**src/rtl/inresp_pkg.sv**
```systemverilog
package inresp_pkg;

  typedef enum logic [1:0] {
    HS_NONE  = 2'd0,
    HS_DATA  = 2'd1,
    HS_NAK   = 2'd2,
    HS_STALL = 2'd3
  } hs_kind_e;

  // limit a requested byte count to the buffer size
  function automatic int unsigned clamp_count(input int unsigned raw,
                                              input int unsigned cap);
    return (raw > cap) ? cap : raw;
  endfunction

  // priority: disabled -> silent, stalled -> STALL, ready -> DATA, else NAK
  function automatic hs_kind_e pick_handshake(input logic en,
                                              input logic stall,
                                              input logic ready);
    if (!en)        return HS_NONE;
    else if (stall) return HS_STALL;
    else if (ready) return HS_DATA;
    else            return HS_NAK;
  endfunction

endpackage

```
**src/rtl/inresp_ctlreg.sv**
```systemverilog
module inresp_ctlreg #(
  parameter int CNT_W = 4
) (
  input  logic             clk,
  input  logic             rst_n,
  input  logic             wr_toggle,
  input  logic             wd_toggle,
  input  logic             wr_txen,
  input  logic             wd_txen,
  input  logic             wr_count,
  input  logic [CNT_W-1:0] wd_count,
  output logic             toggle_q,
  output logic             txen_q,
  output logic [CNT_W-1:0] count_q
);

  always_ff @(posedge clk) begin
    if (!rst_n) begin
      toggle_q <= 1'b0;
      txen_q   <= 1'b0;
      count_q  <= '0;
    end else begin
      if (wr_toggle) toggle_q <= wd_toggle;
      if (wr_txen)   txen_q   <= wd_txen;
      if (wr_count)  count_q  <= wd_count;
    end
  end


  toggle_hold_chk: assert property (@(posedge clk) disable iff (!rst_n)
    !wr_toggle |=> $stable(toggle_q));

endmodule

```
**src/rtl/inresp_decide.sv**
```systemverilog
module inresp_decide
  import inresp_pkg::*;
#(
  parameter int EP_W   = 4,
  parameter int NUM_EP = 2
) (
  input  logic              clk,
  input  logic              rst_n,
  input  logic              tok_valid,
  input  logic [EP_W-1:0]   tok_ep,
  input  logic [NUM_EP-1:0] ep_en,
  input  logic [NUM_EP-1:0] ep_stall,
  input  logic              owner_sel,
  input  logic              txen,
  input  logic              done,
  output logic              data_go,
  output logic              hs_valid,
  output hs_kind_e          hs_kind
);

  logic [NUM_EP-1:0] hit;
  hs_kind_e          cand [NUM_EP];
  hs_kind_e          kind_n;
  logic              ready_common;

  assign ready_common = txen && !done;

  for (genvar i = 0; i < NUM_EP; i++) begin : g_ep
    // endpoint i serves number i+1; it owns the buffer when owner_sel matches
    assign hit[i]  = (tok_ep == EP_W'(i + 1));
    assign cand[i] = pick_handshake(ep_en[i], ep_stall[i],
                                    ready_common && (owner_sel == (i != 0)));
  end

  always_comb begin
    kind_n = HS_NONE;
    for (int k = 0; k < NUM_EP; k++)
      if (hit[k]) kind_n = cand[k];
  end

  assign data_go = tok_valid && (kind_n == HS_DATA);

  always_ff @(posedge clk) begin
    if (!rst_n) begin
      hs_valid <= 1'b0;
      hs_kind  <= HS_NONE;
    end else begin
      hs_valid <= tok_valid;
      if (tok_valid) hs_kind <= kind_n;
    end
  end


  hs_follows_tok_chk: assert property (@(posedge clk) disable iff (!rst_n)
    tok_valid |=> hs_valid);

  hs_single_chk: assert property (@(posedge clk) disable iff (!rst_n)
    !tok_valid |=> !hs_valid);

  foreign_ep_silent_chk: assert property (@(posedge clk) disable iff (!rst_n)
    tok_valid && (tok_ep != EP_W'(1)) && (tok_ep != EP_W'(2)) |=> hs_kind == HS_NONE);

  stall_wins_chk: assert property (@(posedge clk) disable iff (!rst_n)
    tok_valid && (tok_ep == EP_W'(1)) && ep_en[0] && ep_stall[0] |=> hs_kind == HS_STALL);

endmodule

```
**src/rtl/inresp_sender.sv**
```systemverilog
module inresp_sender
  import inresp_pkg::*;
#(
  parameter int CNT_W     = 4,
  parameter int BUF_BYTES = 8,
  localparam int ADDR_W   = $clog2(BUF_BYTES),
  localparam int LEN_W    = $clog2(BUF_BYTES + 1)
) (
  input  logic              clk,
  input  logic              rst_n,
  input  logic              data_go,
  input  logic              toggle,
  input  logic [CNT_W-1:0]  count,
  input  logic              byte_req,
  input  logic              done_ack,
  output logic [LEN_W-1:0]  send_len,
  output logic              pid_data1,
  output logic [ADDR_W-1:0] rd_addr,
  output logic              tx_busy,
  output logic              tx_done
);

  logic [LEN_W-1:0] len_n;
  logic             last_byte;
  logic             done_set;

  assign len_n     = LEN_W'(clamp_count(32'(count), BUF_BYTES));
  assign last_byte = tx_busy && byte_req && (LEN_W'(rd_addr) == send_len - LEN_W'(1));
  assign done_set  = (data_go && (len_n == '0)) || last_byte;

  always_ff @(posedge clk) begin
    if (!rst_n) begin
      send_len  <= '0;
      pid_data1 <= 1'b0;
      rd_addr   <= '0;
      tx_busy   <= 1'b0;
    end else if (data_go) begin
      send_len  <= len_n;
      pid_data1 <= toggle;
      rd_addr   <= '0;
      tx_busy   <= (len_n != '0);
    end else if (last_byte) begin
      tx_busy   <= 1'b0;
    end else if (tx_busy && byte_req) begin
      rd_addr   <= rd_addr + ADDR_W'(1);
    end
  end

  always_ff @(posedge clk) begin
    if (!rst_n)        tx_done <= 1'b0;
    else if (done_set) tx_done <= 1'b1;
    else if (done_ack) tx_done <= 1'b0;
  end


  len_cap_chk: assert property (@(posedge clk) disable iff (!rst_n)
    send_len <= LEN_W'(BUF_BYTES));

  addr_in_range_chk: assert property (@(posedge clk) disable iff (!rst_n)
    tx_busy |-> (LEN_W'(rd_addr) < send_len));

  last_byte_done_chk: assert property (@(posedge clk) disable iff (!rst_n)
    tx_busy && byte_req && (LEN_W'(rd_addr) == send_len - LEN_W'(1)) && !data_go
      |=> tx_done && !tx_busy);

  idle_req_ignored_chk: assert property (@(posedge clk) disable iff (!rst_n)
    !tx_busy && !data_go |=> $stable(rd_addr));

endmodule

```
**src/rtl/inresp_resume.sv**
```systemverilog
module inresp_resume (
  input  logic clk,
  input  logic rst_n,
  input  logic force_resume,
  input  logic rx_k_state,
  input  logic resume_ack,
  output logic bus_force_k,
  output logic resume_seen
);

  logic own_k;
  assign own_k = force_resume || bus_force_k;

  always_ff @(posedge clk) begin
    if (!rst_n) begin
      bus_force_k <= 1'b0;
      resume_seen <= 1'b0;
    end else begin
      bus_force_k <= force_resume;
      if (rx_k_state && !own_k) resume_seen <= 1'b1;
      else if (resume_ack)      resume_seen <= 1'b0;
    end
  end


  no_self_wake_chk: assert property (@(posedge clk) disable iff (!rst_n)
    $rose(resume_seen) |-> !$past(force_resume));

endmodule

```
**src/rtl/intr_in_responder.sv**
```systemverilog
module intr_in_responder
  import inresp_pkg::*;
#(
  parameter int EP_W      = 4,
  parameter int CNT_W     = 4,
  parameter int BUF_BYTES = 8,
  localparam int NUM_EP   = 2,
  localparam int ADDR_W   = $clog2(BUF_BYTES),
  localparam int LEN_W    = $clog2(BUF_BYTES + 1)
) (
  input  logic              clk,
  input  logic              rst_n,
  input  logic              tok_valid,
  input  logic [EP_W-1:0]   tok_ep,
  input  logic              sw_toggle_wr,
  input  logic              sw_toggle,
  input  logic              sw_txen_wr,
  input  logic              sw_txen,
  input  logic              sw_count_wr,
  input  logic [CNT_W-1:0]  sw_count,
  input  logic              owner_ep2,
  input  logic [NUM_EP-1:0] ep_enable,
  input  logic [NUM_EP-1:0] ep_stall,
  input  logic              byte_req,
  input  logic              done_ack,
  input  logic              force_resume,
  input  logic              rx_k_state,
  input  logic              resume_ack,
  output logic              hs_valid,
  output logic [1:0]        hs_kind,
  output logic              pid_data1,
  output logic [LEN_W-1:0]  send_len,
  output logic [ADDR_W-1:0] rd_addr,
  output logic              tx_busy,
  output logic              tx_done,
  output logic              bus_force_k,
  output logic              resume_seen
);

  logic             toggle_q;
  logic             txen_q;
  logic [CNT_W-1:0] count_q;
  logic             data_go;
  hs_kind_e         kind_q;

  inresp_ctlreg #(.CNT_W(CNT_W)) u_ctl (
    .clk       (clk),
    .rst_n     (rst_n),
    .wr_toggle (sw_toggle_wr),
    .wd_toggle (sw_toggle),
    .wr_txen   (sw_txen_wr),
    .wd_txen   (sw_txen),
    .wr_count  (sw_count_wr),
    .wd_count  (sw_count),
    .toggle_q  (toggle_q),
    .txen_q    (txen_q),
    .count_q   (count_q)
  );

  inresp_decide #(.EP_W(EP_W), .NUM_EP(NUM_EP)) u_dec (
    .clk       (clk),
    .rst_n     (rst_n),
    .tok_valid (tok_valid),
    .tok_ep    (tok_ep),
    .ep_en     (ep_enable),
    .ep_stall  (ep_stall),
    .owner_sel (owner_ep2),
    .txen      (txen_q),
    .done      (tx_done),
    .data_go   (data_go),
    .hs_valid  (hs_valid),
    .hs_kind   (kind_q)
  );

  assign hs_kind = kind_q;

  inresp_sender #(.CNT_W(CNT_W), .BUF_BYTES(BUF_BYTES)) u_snd (
    .clk       (clk),
    .rst_n     (rst_n),
    .data_go   (data_go),
    .toggle    (toggle_q),
    .count     (count_q),
    .byte_req  (byte_req),
    .done_ack  (done_ack),
    .send_len  (send_len),
    .pid_data1 (pid_data1),
    .rd_addr   (rd_addr),
    .tx_busy   (tx_busy),
    .tx_done   (tx_done)
  );

  inresp_resume u_res (
    .clk          (clk),
    .rst_n        (rst_n),
    .force_resume (force_resume),
    .rx_k_state   (rx_k_state),
    .resume_ack   (resume_ack),
    .bus_force_k  (bus_force_k),
    .resume_seen  (resume_seen)
  );


  done_blocks_data_chk: assert property (@(posedge clk) disable iff (!rst_n)
    tx_done && tok_valid |=> hs_kind != 2'd1);

endmodule

```
**config.mk**
```make
export PLATFORM = sky130hd
export DESIGN_NAME = intr_in_responder
export DESIGN_NICKNAME = d
export VERILOG_FILES = /design/src/rtl/inresp_pkg.sv /design/src/rtl/inresp_ctlreg.sv /design/src/rtl/inresp_decide.sv /design/src/rtl/inresp_sender.sv /design/src/rtl/inresp_resume.sv /design/src/rtl/intr_in_responder.sv
export SDC_FILE = /design/constraint.sdc
export NUM_CORES = 1
export LEC_CHECK = 0
export CAP_MARGIN = 5
export CORE_MARGIN = 4
export CORE_UTILIZATION = 42
export CTS_CLUSTER_DIAMETER = 40
export DETAILED_ROUTE_END_ITERATION = 10
export GPL_TIMING_DRIVEN = 0
export MAX_ROUTING_LAYER = met4
export PLACE_DENSITY = 0.79
export SLEW_MARGIN = 25
export SYNTH_ARGS = -nofsm -noshare
export SYNTH_HDL_FRONTEND = slang
export SYNTH_HIERARCHICAL = 1
export SYNTH_SLANG_ARGS = --single-unit
```
**constraint.sdc**
```tcl
create_clock -name clk -period 2.6 [get_ports clk]
set_clock_uncertainty 0.2 [all_clocks]
set_input_delay 0.26 -clock clk [delete_from_list [all_inputs] [get_ports clk]]
set_output_delay 0.26 -clock clk [all_outputs]
set_load 0.03 [all_outputs]
```
==> run summary <==
The synthesized netlist devotes 16.75% of its cell area to compound gates. The startpoint identified for the worst register-to-register timing path is u_snd/tx_done. In this run the most critical hold path is launched from sw_count_wr.

The highest fanout seen on the critical path came out at 10. The signed area change from the synthesized netlist to the final layout came out at 43.18%. The starting density of the core came out at 45.53%.

The number of distinct standard cells referenced by the synthesized netlist is 40. The clock latency on the worst-skew pair came out at 0.29 ns. The flow ran to the end, and the final reports show no timing, DRC or antenna violations.

The overflow left after global routing came out at 0. Setup repair after global routing left no endpoint under its margin. The number of vias in the routed layout came out at 960. The post-route minimum period is 2.490 ns.

The synthesized netlist devotes 2.512% of its cell area to XOR and XNOR gates. The critical path goes through clkdlybuf4s50_1 -> or4b_1 -> and3_4 -> a211oi_2 -> buf_1 -> nand2_1 -> o221ai_1 -> and2_1. The cts-stage hold buffer count is 0.

Routability-driven placement finished with a final weighted congestion of 0.7437. After synthesis, the largest family of logic cells by area is simple AND/OR/NAND/NOR gates. The number of buffers inserted by port buffering is 39. The worst path setup slack after routing came out at 0.1104 ns. The highest achievable clock rate is 0.4017 GHz. The detailed router's first-iteration violation count came out at 26.

The initial antenna violation count came out at 0. The largest total area in the synthesized netlist belongs to sky130_fd_sc_hd__dfxtp_1. The clock net sink count is 21. The count of nets left with antenna violations after detail routing came out at 0.

In this run the tightest slew margin relative to its limit is 62.89%. The stage delay of the slowest cell on the critical path is 0.53 ns. The clock tree root buffer cell is sky130_fd_sc_hd__clkbuf_4. The post-detailed-placement half-perimeter wirelength came out at 1945 um. No sink is reached through more buffers than the 2 on the longest clock path. The cell area that synthesis handed to floorplanning was 1046 um^2.

The flop-to-flop setup slack is 0.16 ns. The die is 57.91 um wide. Dividing the detail-routed via count by the number of cells gives 5.363.

The die footprint is 3353 um^2. The core area is 2297 um^2. For this run, the total global-route usage over all layers was measured as 15.45%. The element type at the critical path start is an input port. Synthesis inferred 21 register bits. The slowest cell on the critical path is sky130_fd_sc_hd__or4b_1. From bottom edge to top edge, the die measures 57.91 um. After synthesis, the share of flip-flops with an asynchronous set or reset is 0%. The number of hold violations in the final report is 0.

The finished layout holds 179 standard cells, fillers aside. Leaving out fill and tap cells, the most frequent cell in the layout is sky130_fd_sc_hd__clkdlybuf4s50_1. The CTS clock-pin slew for the worst setup and hold paths came out at 0.11 ns.

In this run, placement finished with an instance count of 175. The area share of fa/ha/maj cells after synthesis is 2.392%. The average cell area after synthesis is 9.685 um^2. Yosys mapped a number of flops with a built-in enable equal to 0. The count of pins over their slew limit is 0. Of the total synthesized cell area, the portion taken by AND, OR, NAND and NOR gates is 25.00%. Synthesis produced a netlist whose cell count is 108. The fraction of the cycle the final worst path needs came out at 95.76%.

The number of buffers inserted to repair setup after CTS is 0. The power per unit of standard cell area came out at 391.0 nW/um^2. The post-detailed-route wirelength per cell came out at 13.83 um. Multiplexer cells account for 9.569% of the synthesized area. STA classifies the critical path endpoint as a flip-flop. The number of warnings issued by yosys came out at 6. The placement-stage cell area is 1471 um^2. The worst register-to-register path ends at u_snd/tx_done.

The worst setup path category is in2reg. The number of cells upsized or downsized after cts came out at 0. In this run the worst hold path is classified as in2reg.

The worst slack after detailed placement is -0.1660 ns. After detailed routing, the number of remaining DRC violations is 0. The final worst hold slack is 0.05657 ns.

The via count of the first global-routing pass came to 954. After synthesis, the cell types taking the most area are sky130_fd_sc_hd__dfxtp_1, sky130_fd_sc_hd__mux2i_1, sky130_fd_sc_hd__nor2b_1. The static leakage came out at 0.5685 nW. The data required time of the worst path is 2.64 ns. The number of filler cells placed in the layout is 209. Setup total negative slack on the finished layout was measured at 0 ns. The transition time at the pin with the least slew margin is 0.5550 ns. The row count is 17. Across the run, the number of max-cap violations was 0. The depth of the CTS H-tree is 1. For this run, the leading register cell type out of synthesis is sky130_fd_sc_hd__dfxtp_1. The peak supply drop came out at 0.3194 mV. The I/O pin count is 41. The total CTS buffers came out at 3. The fraction of post-synthesis cell area in the top cell type by area is 40.19%. The most critical setup path has its startpoint at owner_ep2.

The sum of routed wire length over all layers came out at 2475 um. The repair_antennas step left the layout with diodes totalling 0. The top cell types in the final layout, fill and taps aside, are sky130_fd_sc_hd__clkdlybuf4s50_1, sky130_fd_sc_hd__dfxtp_1, sky130_fd_sc_hd__mux2i_1, sky130_fd_sc_hd__nor2b_1, sky130_fd_sc_hd__nand2_1. The sequential element share of the synthesized area came out at 40.19%. The share of layout cells above drive strength 1 came out at 6.623%. After routing the design area is 1498 um^2.

The number of cells on the worst reg-to-reg path is 7. Setup violations remaining at the end of the flow were counted as 0. The first-pass iteration count of the detailed router is 4. The pin count of the biggest net entering global routing is 21. The net count after synthesis came out at 136. The TritonCTS clock tree is yes. The wire length of the first global-routing pass is 3981 um.

The critical path capture point is u_snd/tx_done. The signal arrival time at the worst endpoint is 2.53 ns. The final net count is 180.
## layer usage
| metal | track usage (%) | routed length, um | vias to the layer above | part of all wire (%) |
|---|---|---|---|---|
| met5 | - | 0 | - | 0 |
| met2 | 26.61 | 1193 | 28 | 48 |
| met4 | 7.285 | 57 | 0 | 2.3 |
| li1 | - | - | 479 | - |
| met3 | 3.118 | 110 | 4 | 4.4 |
| met1 | 16.91 | 1114 | 449 | 45 |
## flip-flops by register name, summed over array words and instances (netlist names)
register,cells
u_ctl/count_q,4
u_snd/send_len,4
u_snd/rd_addr,3
u_dec/hs_kind,2
u_ctl/toggle_q,1
u_ctl/txen_q,1
u_dec/hs_valid,1
u_res/bus_force_k,1
u_res/resume_seen,1
u_snd/pid_data1,1
u_snd/tx_busy,1
u_snd/tx_done,1
## worst min path at each step
stage	end	slack [ns]	cells after the start
finish	u_ctl/count_q[2]	0.06	3
global route	u_ctl/count_q[0]	0.09	3
CTS	u_ctl/count_q[2]	0.05	3
detailed placement	u_res/resume_seen	0.26	1
global placement	u_res/resume_seen	0.25	1
floorplan	u_res/resume_seen	0.15	1
## critical path: cells and delay by family
kind                   cells  cell delay, ns
and+or+nand+nor            4            1.03
buffers and inverters      2            0.82
AOI/OAI and AO/OA          2            0.43
## cell type report
cell class / count / area [um^2] / share of cell area, %
Buffer: 2 / 15.01 / 1.003
Clock buffer: 4 / 26.28 / 1.754
Inverter: 6 / 22.52 / 1.504
Multi-Input combinational cell: 79 / 588.1 / 39.26
Sequential cell: 21 / 420.4 / 28.07
Tap cell: 28 / 35.03 / 2.339
Timing Repair Buffer: 39 / 390.4 / 26.07
## synth_stat cells (2+ instances only)
cell type and instances:
sky130_fd_sc_hd__dfxtp_1 21, sky130_fd_sc_hd__mux2i_1 10, sky130_fd_sc_hd__nor2b_1 10, sky130_fd_sc_hd__nand2_1 7, sky130_fd_sc_hd__inv_1 6, sky130_fd_sc_hd__and2_1 5
sky130_fd_sc_hd__o21ai_0 5, sky130_fd_sc_hd__o211ai_1 3, sky130_fd_sc_hd__o22ai_1 3, sky130_fd_sc_hd__a31oi_1 2, sky130_fd_sc_hd__ha_1 2, sky130_fd_sc_hd__nand2b_1 2
sky130_fd_sc_hd__nor2_1 2, sky130_fd_sc_hd__nor4_1 2, sky130_fd_sc_hd__o21a_1 2, sky130_fd_sc_hd__xor2_1 2
## power breakdown
part | internal (mW) | switching (mW)
registers | 0.332 | 0.00798
clock network | 0.0596 | 0.0907
logic | 0.0585 | 0.0368
## metrics by stage
step	utilization, %	total power, mW
after global routing	65.20	0.6088
after global placement	64.05	0.4401
after detailed placement	64.05	0.4420
after CTS	65.20	0.5909
after floorplan	-	0.3840
final	65.20	0.5856
## logic make-up after synthesis
| kind of cell | Yosys count |
|---|---|
| buffers and inverters | 8 |
| AND/OR/NAND/NOR | 41 |
| AO/OA/AOI/OAI | 23 |
| XOR/XNOR | 3 |
| adder cells (fa/ha/maj) | 2 |
| multiplexers | 10 |
| flip-flops | 21 |
(Power assumes the default switching activity.)
